===== config.mk =====
export PLATFORM = sky130hd
export DESIGN_NAME = seg_addr_gen
export DESIGN_NICKNAME = d
export VERILOG_FILES = /design/src/rtl/seg_addr_pkg.sv /design/src/rtl/ea_calc.sv /design/src/rtl/seg_select.sv /design/src/rtl/phys_adder.sv /design/src/rtl/seg_addr_gen.sv
export SDC_FILE = /design/constraint.sdc
export NUM_CORES = 1
export LEC_CHECK = 0
export ABC_CLOCK_PERIOD_IN_PS = 15020
export BUFFER_PORTS_ARGS = -buffer_cell sky130_fd_sc_hd__buf_2
export CAP_MARGIN = 20
export CORE_UTILIZATION = 45
export CTS_BUF_LIST = sky130_fd_sc_hd__clkbuf_4
export CTS_CLUSTER_DIAMETER = 150
export DETAILED_ROUTE_END_ITERATION = 6
export PLACE_DENSITY = 0.78
export SYNTH_ARGS = -nofsm -noshare
export SYNTH_HDL_FRONTEND = slang
export SYNTH_SLANG_ARGS = --single-unit

===== constraint.sdc =====
create_clock -name clk -period 15.02 [get_ports clk]
set_input_delay 3.004 -clock clk [delete_from_list [all_inputs] [get_ports clk]]
set_output_delay 3.004 -clock clk [all_outputs]
set_load 0.005 [all_outputs]

===== src/rtl/seg_addr_pkg.sv =====
package seg_addr_pkg;

    typedef enum logic [1:0] {
        SEG_ES = 2'd0,
        SEG_CS = 2'd1,
        SEG_SS = 2'd2,
        SEG_DS = 2'd3
    } seg_id_e;

    typedef enum logic [1:0] {
        BASE_NONE = 2'd0,
        BASE_BX   = 2'd1,
        BASE_BP   = 2'd2,
        BASE_RSVD = 2'd3
    } base_sel_e;

    typedef enum logic [1:0] {
        IDX_NONE = 2'd0,
        IDX_SI   = 2'd1,
        IDX_DI   = 2'd2,
        IDX_RSVD = 2'd3
    } index_sel_e;

endpackage


===== src/rtl/ea_calc.sv =====
module ea_calc
    import seg_addr_pkg::*;
#(
    parameter int OFF_W = 16
) (
    input  base_sel_e        base_sel,
    input  index_sel_e       index_sel,
    input  logic             disp_en,
    input  logic [OFF_W-1:0] bx_val,
    input  logic [OFF_W-1:0] bp_val,
    input  logic [OFF_W-1:0] si_val,
    input  logic [OFF_W-1:0] di_val,
    input  logic [OFF_W-1:0] disp_val,
    output logic [OFF_W-1:0] ea,
    output logic             base_is_bp
);

    logic [OFF_W-1:0] base_term;
    logic [OFF_W-1:0] index_term;
    logic [OFF_W-1:0] disp_term;

    always_comb begin
        unique case (base_sel)
            BASE_BX: base_term = bx_val;
            BASE_BP: base_term = bp_val;
            default: base_term = '0;
        endcase
    end

    always_comb begin
        unique case (index_sel)
            IDX_SI:  index_term = si_val;
            IDX_DI:  index_term = di_val;
            default: index_term = '0;
        endcase
    end

    assign disp_term  = disp_en ? disp_val : '0;
    // Three-operand sum kept at OFF_W bits: the carry out is discarded.
    assign ea         = base_term + index_term + disp_term;
    assign base_is_bp = (base_sel == BASE_BP);

endmodule


===== src/rtl/seg_select.sv =====
module seg_select
    import seg_addr_pkg::*;
(
    input  logic    is_fetch,
    input  logic    base_is_bp,
    input  logic    ovr_en,
    input  seg_id_e ovr_seg,
    output seg_id_e seg_sel
);

    seg_id_e data_default;

    always_comb begin
        data_default = base_is_bp ? SEG_SS : SEG_DS;
        if (is_fetch) begin
            seg_sel = SEG_CS;
        end else if (ovr_en) begin
            seg_sel = ovr_seg;
        end else begin
            seg_sel = data_default;
        end
    end

endmodule


===== src/rtl/phys_adder.sv =====
module phys_adder #(
    parameter int OFF_W = 16,
    parameter int SHIFT = 4
) (
    input  logic [OFF_W-1:0]       seg_val,
    input  logic [OFF_W-1:0]       offset,
    output logic [OFF_W+SHIFT-1:0] phys
);

    localparam int PHYS_W = OFF_W + SHIFT;

    logic [PHYS_W-1:0] seg_term;
    logic [PHYS_W-1:0] off_term;

    assign seg_term = {seg_val, {SHIFT{1'b0}}};
    assign off_term = {{SHIFT{1'b0}}, offset};
    // The sum has PHYS_W bits, so it wraps modulo 2^PHYS_W.
    assign phys     = seg_term + off_term;

endmodule


===== src/rtl/seg_addr_gen.sv =====
module seg_addr_gen
    import seg_addr_pkg::*;
#(
    parameter int OFF_W = 16,
    parameter int SHIFT = 4
) (
    input  logic                   clk,
    input  logic                   rst_n,
    input  logic                   req_valid,
    input  logic                   req_fetch,
    input  logic [OFF_W-1:0]       seg_es,
    input  logic [OFF_W-1:0]       seg_cs,
    input  logic [OFF_W-1:0]       seg_ss,
    input  logic [OFF_W-1:0]       seg_ds,
    input  logic [OFF_W-1:0]       ip,
    input  logic [OFF_W-1:0]       reg_bx,
    input  logic [OFF_W-1:0]       reg_bp,
    input  logic [OFF_W-1:0]       reg_si,
    input  logic [OFF_W-1:0]       reg_di,
    input  logic [OFF_W-1:0]       disp,
    input  logic [1:0]             ea_base,
    input  logic [1:0]             ea_index,
    input  logic                   ea_disp_en,
    input  logic                   ovr_en,
    input  logic [1:0]             ovr_seg,
    output logic                   out_valid,
    output logic [OFF_W-1:0]       out_ea,
    output logic [1:0]             out_seg,
    output logic [OFF_W+SHIFT-1:0] out_phys
);

    localparam int PHYS_W = OFF_W + SHIFT;
    localparam int NSEG   = 4;

    typedef struct packed {
        logic              valid;
        logic [OFF_W-1:0]  ea;
        seg_id_e           seg;
        logic [PHYS_W-1:0] phys;
    } out_st_t;

    out_st_t st_d, st_q;

    logic [OFF_W-1:0]  data_ea_d;
    logic              base_is_bp_d;
    seg_id_e           seg_sel_d;
    logic [OFF_W-1:0]  seg_val_d;
    logic [OFF_W-1:0]  offset_d;
    logic [PHYS_W-1:0] phys_d;
    logic [OFF_W-1:0]  seg_bank [NSEG];

    assign seg_bank[SEG_ES] = seg_es;
    assign seg_bank[SEG_CS] = seg_cs;
    assign seg_bank[SEG_SS] = seg_ss;
    assign seg_bank[SEG_DS] = seg_ds;

    ea_calc #(.OFF_W(OFF_W)) u_ea_calc (
        .base_sel   (base_sel_e'(ea_base)),
        .index_sel  (index_sel_e'(ea_index)),
        .disp_en    (ea_disp_en),
        .bx_val     (reg_bx),
        .bp_val     (reg_bp),
        .si_val     (reg_si),
        .di_val     (reg_di),
        .disp_val   (disp),
        .ea         (data_ea_d),
        .base_is_bp (base_is_bp_d)
    );

    seg_select u_seg_select (
        .is_fetch   (req_fetch),
        .base_is_bp (base_is_bp_d),
        .ovr_en     (ovr_en),
        .ovr_seg    (seg_id_e'(ovr_seg)),
        .seg_sel    (seg_sel_d)
    );

    assign seg_val_d = seg_bank[seg_sel_d];
    assign offset_d  = req_fetch ? ip : data_ea_d;

    phys_adder #(.OFF_W(OFF_W), .SHIFT(SHIFT)) u_phys_adder (
        .seg_val (seg_val_d),
        .offset  (offset_d),
        .phys    (phys_d)
    );

    always_comb begin
        st_d       = st_q;
        st_d.valid = req_valid;
        if (req_valid) begin
            st_d.ea   = offset_d;
            st_d.seg  = seg_sel_d;
            st_d.phys = phys_d;
        end
    end

    always_ff @(posedge clk) begin
        if (!rst_n) begin
            st_q <= '0;
        end else begin
            st_q <= st_d;
        end
    end

    assign out_valid = st_q.valid;
    assign out_ea    = st_q.ea;
    assign out_seg   = st_q.seg;
    assign out_phys  = st_q.phys;

    a_r2_valid_follows: assert property (@(posedge clk) disable iff (!rst_n)
        req_valid |=> out_valid);

    a_r2_idle_clears: assert property (@(posedge clk) disable iff (!rst_n)
        !req_valid |=> !out_valid);

    a_r3_hold_when_idle: assert property (@(posedge clk) disable iff (!rst_n)
        !req_valid |=> ($stable(out_ea) && $stable(out_seg) && $stable(out_phys)));

    a_r4_fetch_uses_cs_ip: assert property (@(posedge clk) disable iff (!rst_n)
        (req_valid && req_fetch) |=> (out_seg == 2'd1 && out_ea == $past(ip)));

    a_r7_bp_defaults_stack: assert property (@(posedge clk) disable iff (!rst_n)
        (req_valid && !req_fetch && !ovr_en && ea_base == 2'd2) |=> (out_seg == 2'd2));

    a_r8_override_applies: assert property (@(posedge clk) disable iff (!rst_n)
        (req_valid && !req_fetch && ovr_en) |=> (out_seg == $past(ovr_seg)));

    a_r9_low_bits_pass: assert property (@(posedge clk) disable iff (!rst_n)
        out_valid |-> (out_phys[SHIFT-1:0] == out_ea[SHIFT-1:0]));

endmodule


==> out/results.tsv <==
metric	value	unit
status	complete, no violations	
drc	0	
cp_num_buf_inv	4	
antenna_found_initial	1	
dieArea	10050	um^2
vias	4768	
crit_slowest_cell	ha_1	
timing.final.crit_share	56.92	%
syn_avg_cell_area	7.441	um^2
hold_viol	0	
drt_wl_total	12700	um
dp.cells	888	
end_kind	flip-flop	
arrival	8810	ps
track_usage	25.23	%
cts_max_level	2	
fin_cells	896	
worstMarginPinSlew	866.1	ps
grt_pass1_vias	4503	
regArea	700.7	um^2
rsz0062_at_grt	false	
place_congestion	0.8701	
report.final.slew_viol_count	0	
fmax	0.1170	GHz
peakVddDrop	0.03051	mV
syn_area	4345	um^2
synth_top_area_share	16.12	%
drtIter0Drc	258	
power_leakage	2.863	nW
cp.depth	27	
reg2reg_slack	14210	ps
cts_setup_buffers	0	
grt_pass1_wl	20600	um
grt.overflow.total	0	
tritoncts	done	
finalClockSkew	0	ps
synth.most_common_cell	nand2_1	
synth.largest_area_cell	dfxtp_1	
critPathLaunchType	input pin	
worstReg2RegEnd	out_phys[9]$_SDFFE_PN0P_	
antenna_cells	0	
ys_seq_area_share	16.12	%
synth_nets	802	
fin_crit	8550	ps
core_area	9284	um^2
die_x	100.3	um
antenna_left	0	
drt_first_pass_iters	4	
port-buffer-count	210	
cellPowerDensity	69.24	nW/um^2
syn2layout_area_growth	24.04	%
synth-seq-cells	35	
cts_sinks	35	
synth_cells	584	
synth-edff-count	0	
cts_resized	0	
hold_slack	485.9	ps
setup_violations	0	
cts.hold.buffers_added	0	
grt_max_degree	45	
final_nets	984	
worstRegToRegCells	3	
path_clk_slew	120	ps
synth_common_cells	100 x nand2_1, 54 x nor2_1, 39 x inv_1, 35 x dfxtp_1, 32 x a22oi_1	
cp_max_fo	16	
nFillCells	892	
multi_input_area	3254	um^2
fin_total_pwr	0.3732	mW
synth_warnings	0	
initial_core_util	46.81	%
synth_area_leaders	dfxtp_1 16%, nand2_1 8.6%, ha_1 8.4%, fa_1 7.8%, a22oi_1 5.5%	
slowest_delay	510	ps
place_hpwl	10740	um
num_rows	35	
drive_above_1_share	34.03	%
max_slew_margin	42.26	%
synthFlopType	dfxtp_1	
routedWlPerCell	14.17	um
setup_tns	0	ps
r2r_start	out_phys[9]$_SDFFE_PN0P_	
viasPerCell	5.321	
ys_async_sr_fraction	0	%
critPathTopFamily	adder cells	
endpoint	out_phys[17]$_SDFFE_PN0P_	
clock_latency	340	ps
clk_path_buf_depth	2	
fin_util	58.06	%
crit_start	ea_index[0]	
clockRootBuffer	clkbuf_4	
num_io_pins	211	
netlist-cell-type-count	64	
critPathRequiredTime	15280	ps
worst_hold_path_type	reg2reg	
die_y	100.3	um
drv_cap	0	
path_class	in2reg	
cts_buffers	5	
-- worst min-delay path, cell delays in order (launching register included) --
cell     delay [ps]
dfxtp_1         320
nor2_1           80
nor3_1           50
-- power by group --
group	switching, mW	internal (mW)
clock network	0.0341	0.0179
registers	0.00658	0.105
logic	0.114	0.0957
-- state kept, by name, indices dropped and copies added (netlist names) --
register,cells
out_seg,2
out_phys,16
out_valid,1
out_ea,16
-- final cells by class --
class	count	share of cell area, %
Multi-Input combinational cell	472	60.38
Timing Repair Buffer	212	19.78
Sequential cell	35	13.00
Tap cell	129	2.994
Inverter	40	2.786
Clock buffer	5	0.6964
Clock inverter	3	0.3714
-- layout by cell type, fill, tap and decap left out, types with 3 or more instances in the layout --
master    Yosys  routed
xor2_1        7       7
nor2_1       54      54
inv_1        39      39
ha_1         29      29
nand2_1     100     100
nand3_1      15      15
a21o_1        8       8
a211oi_1      8       8
or2_2        27      27
a211o_1       6       6
o21a_1        6       6
or2_1         3       3
a31oi_1      14      14
and3_1       10      10
nor2b_1       3       3
a311oi_1      4       4
buf_2         1     210
a22oi_1      32      32
clkbuf_4      0       5
or3_1         3       3
o21bai_1      4       4
o21ai_0      18      18
o211ai_1      4       4
nand2b_1      8       8
and2_1        6       6
xnor2_1      14      14
fa_1         17      17
a21oi_1      15      15
nor3_1        7       7
dfxtp_1      35      35
mux2i_1      16      16
-- stage by stage --
step                setup slack [ps]  instance area, um^2
detailed placement              6126                 5333
global placement                6405                 5333
finish                          6470                 5390
global route                    6016                 5390
CTS                             6512                 5390
floorplan                       6790                 4345
-- logic make-up after synthesis --
family / synth area share [%]
compound gates: 23.50
xor+xnor: 4.607
simple gates: 26.49
buf+inv: 9.156
fa+ha+maj: 16.18
mux: 3.945
flops: 16.12
-- per-layer routing --
metal  GRT usage [%]  routed length [um]  vias up
li1                -                   -     2392
met1           32.87                5516     2185
met2           42.52                6085      161
met3           3.482                 735       28
met4           9.142                 348        2
met5               0                  13        -
-- how the worst min path moves through the flow --
stage,from,endpoint,slack (ps),cells past startpoint
6_report,out_ea[11]$_SDFFE_PN0P_,out_ea[11]$_SDFFE_PN0P_,490,2
5_1_grt,out_ea[9]$_SDFFE_PN0P_,out_ea[9]$_SDFFE_PN0P_,500,2
4_1_cts,out_ea[9]$_SDFFE_PN0P_,out_ea[9]$_SDFFE_PN0P_,490,2
3_5_place_dp,out_ea[9]$_SDFFE_PN0P_,out_ea[9]$_SDFFE_PN0P_,470,2
3_3_place_gp,out_phys[15]$_SDFFE_PN0P_,out_phys[15]$_SDFFE_PN0P_,470,2
2_1_floorplan,out_phys[16]$_SDFFE_PN0P_,out_phys[16]$_SDFFE_PN0P_,470,2
No activity file was read; power rests on OpenSTA's default activity.
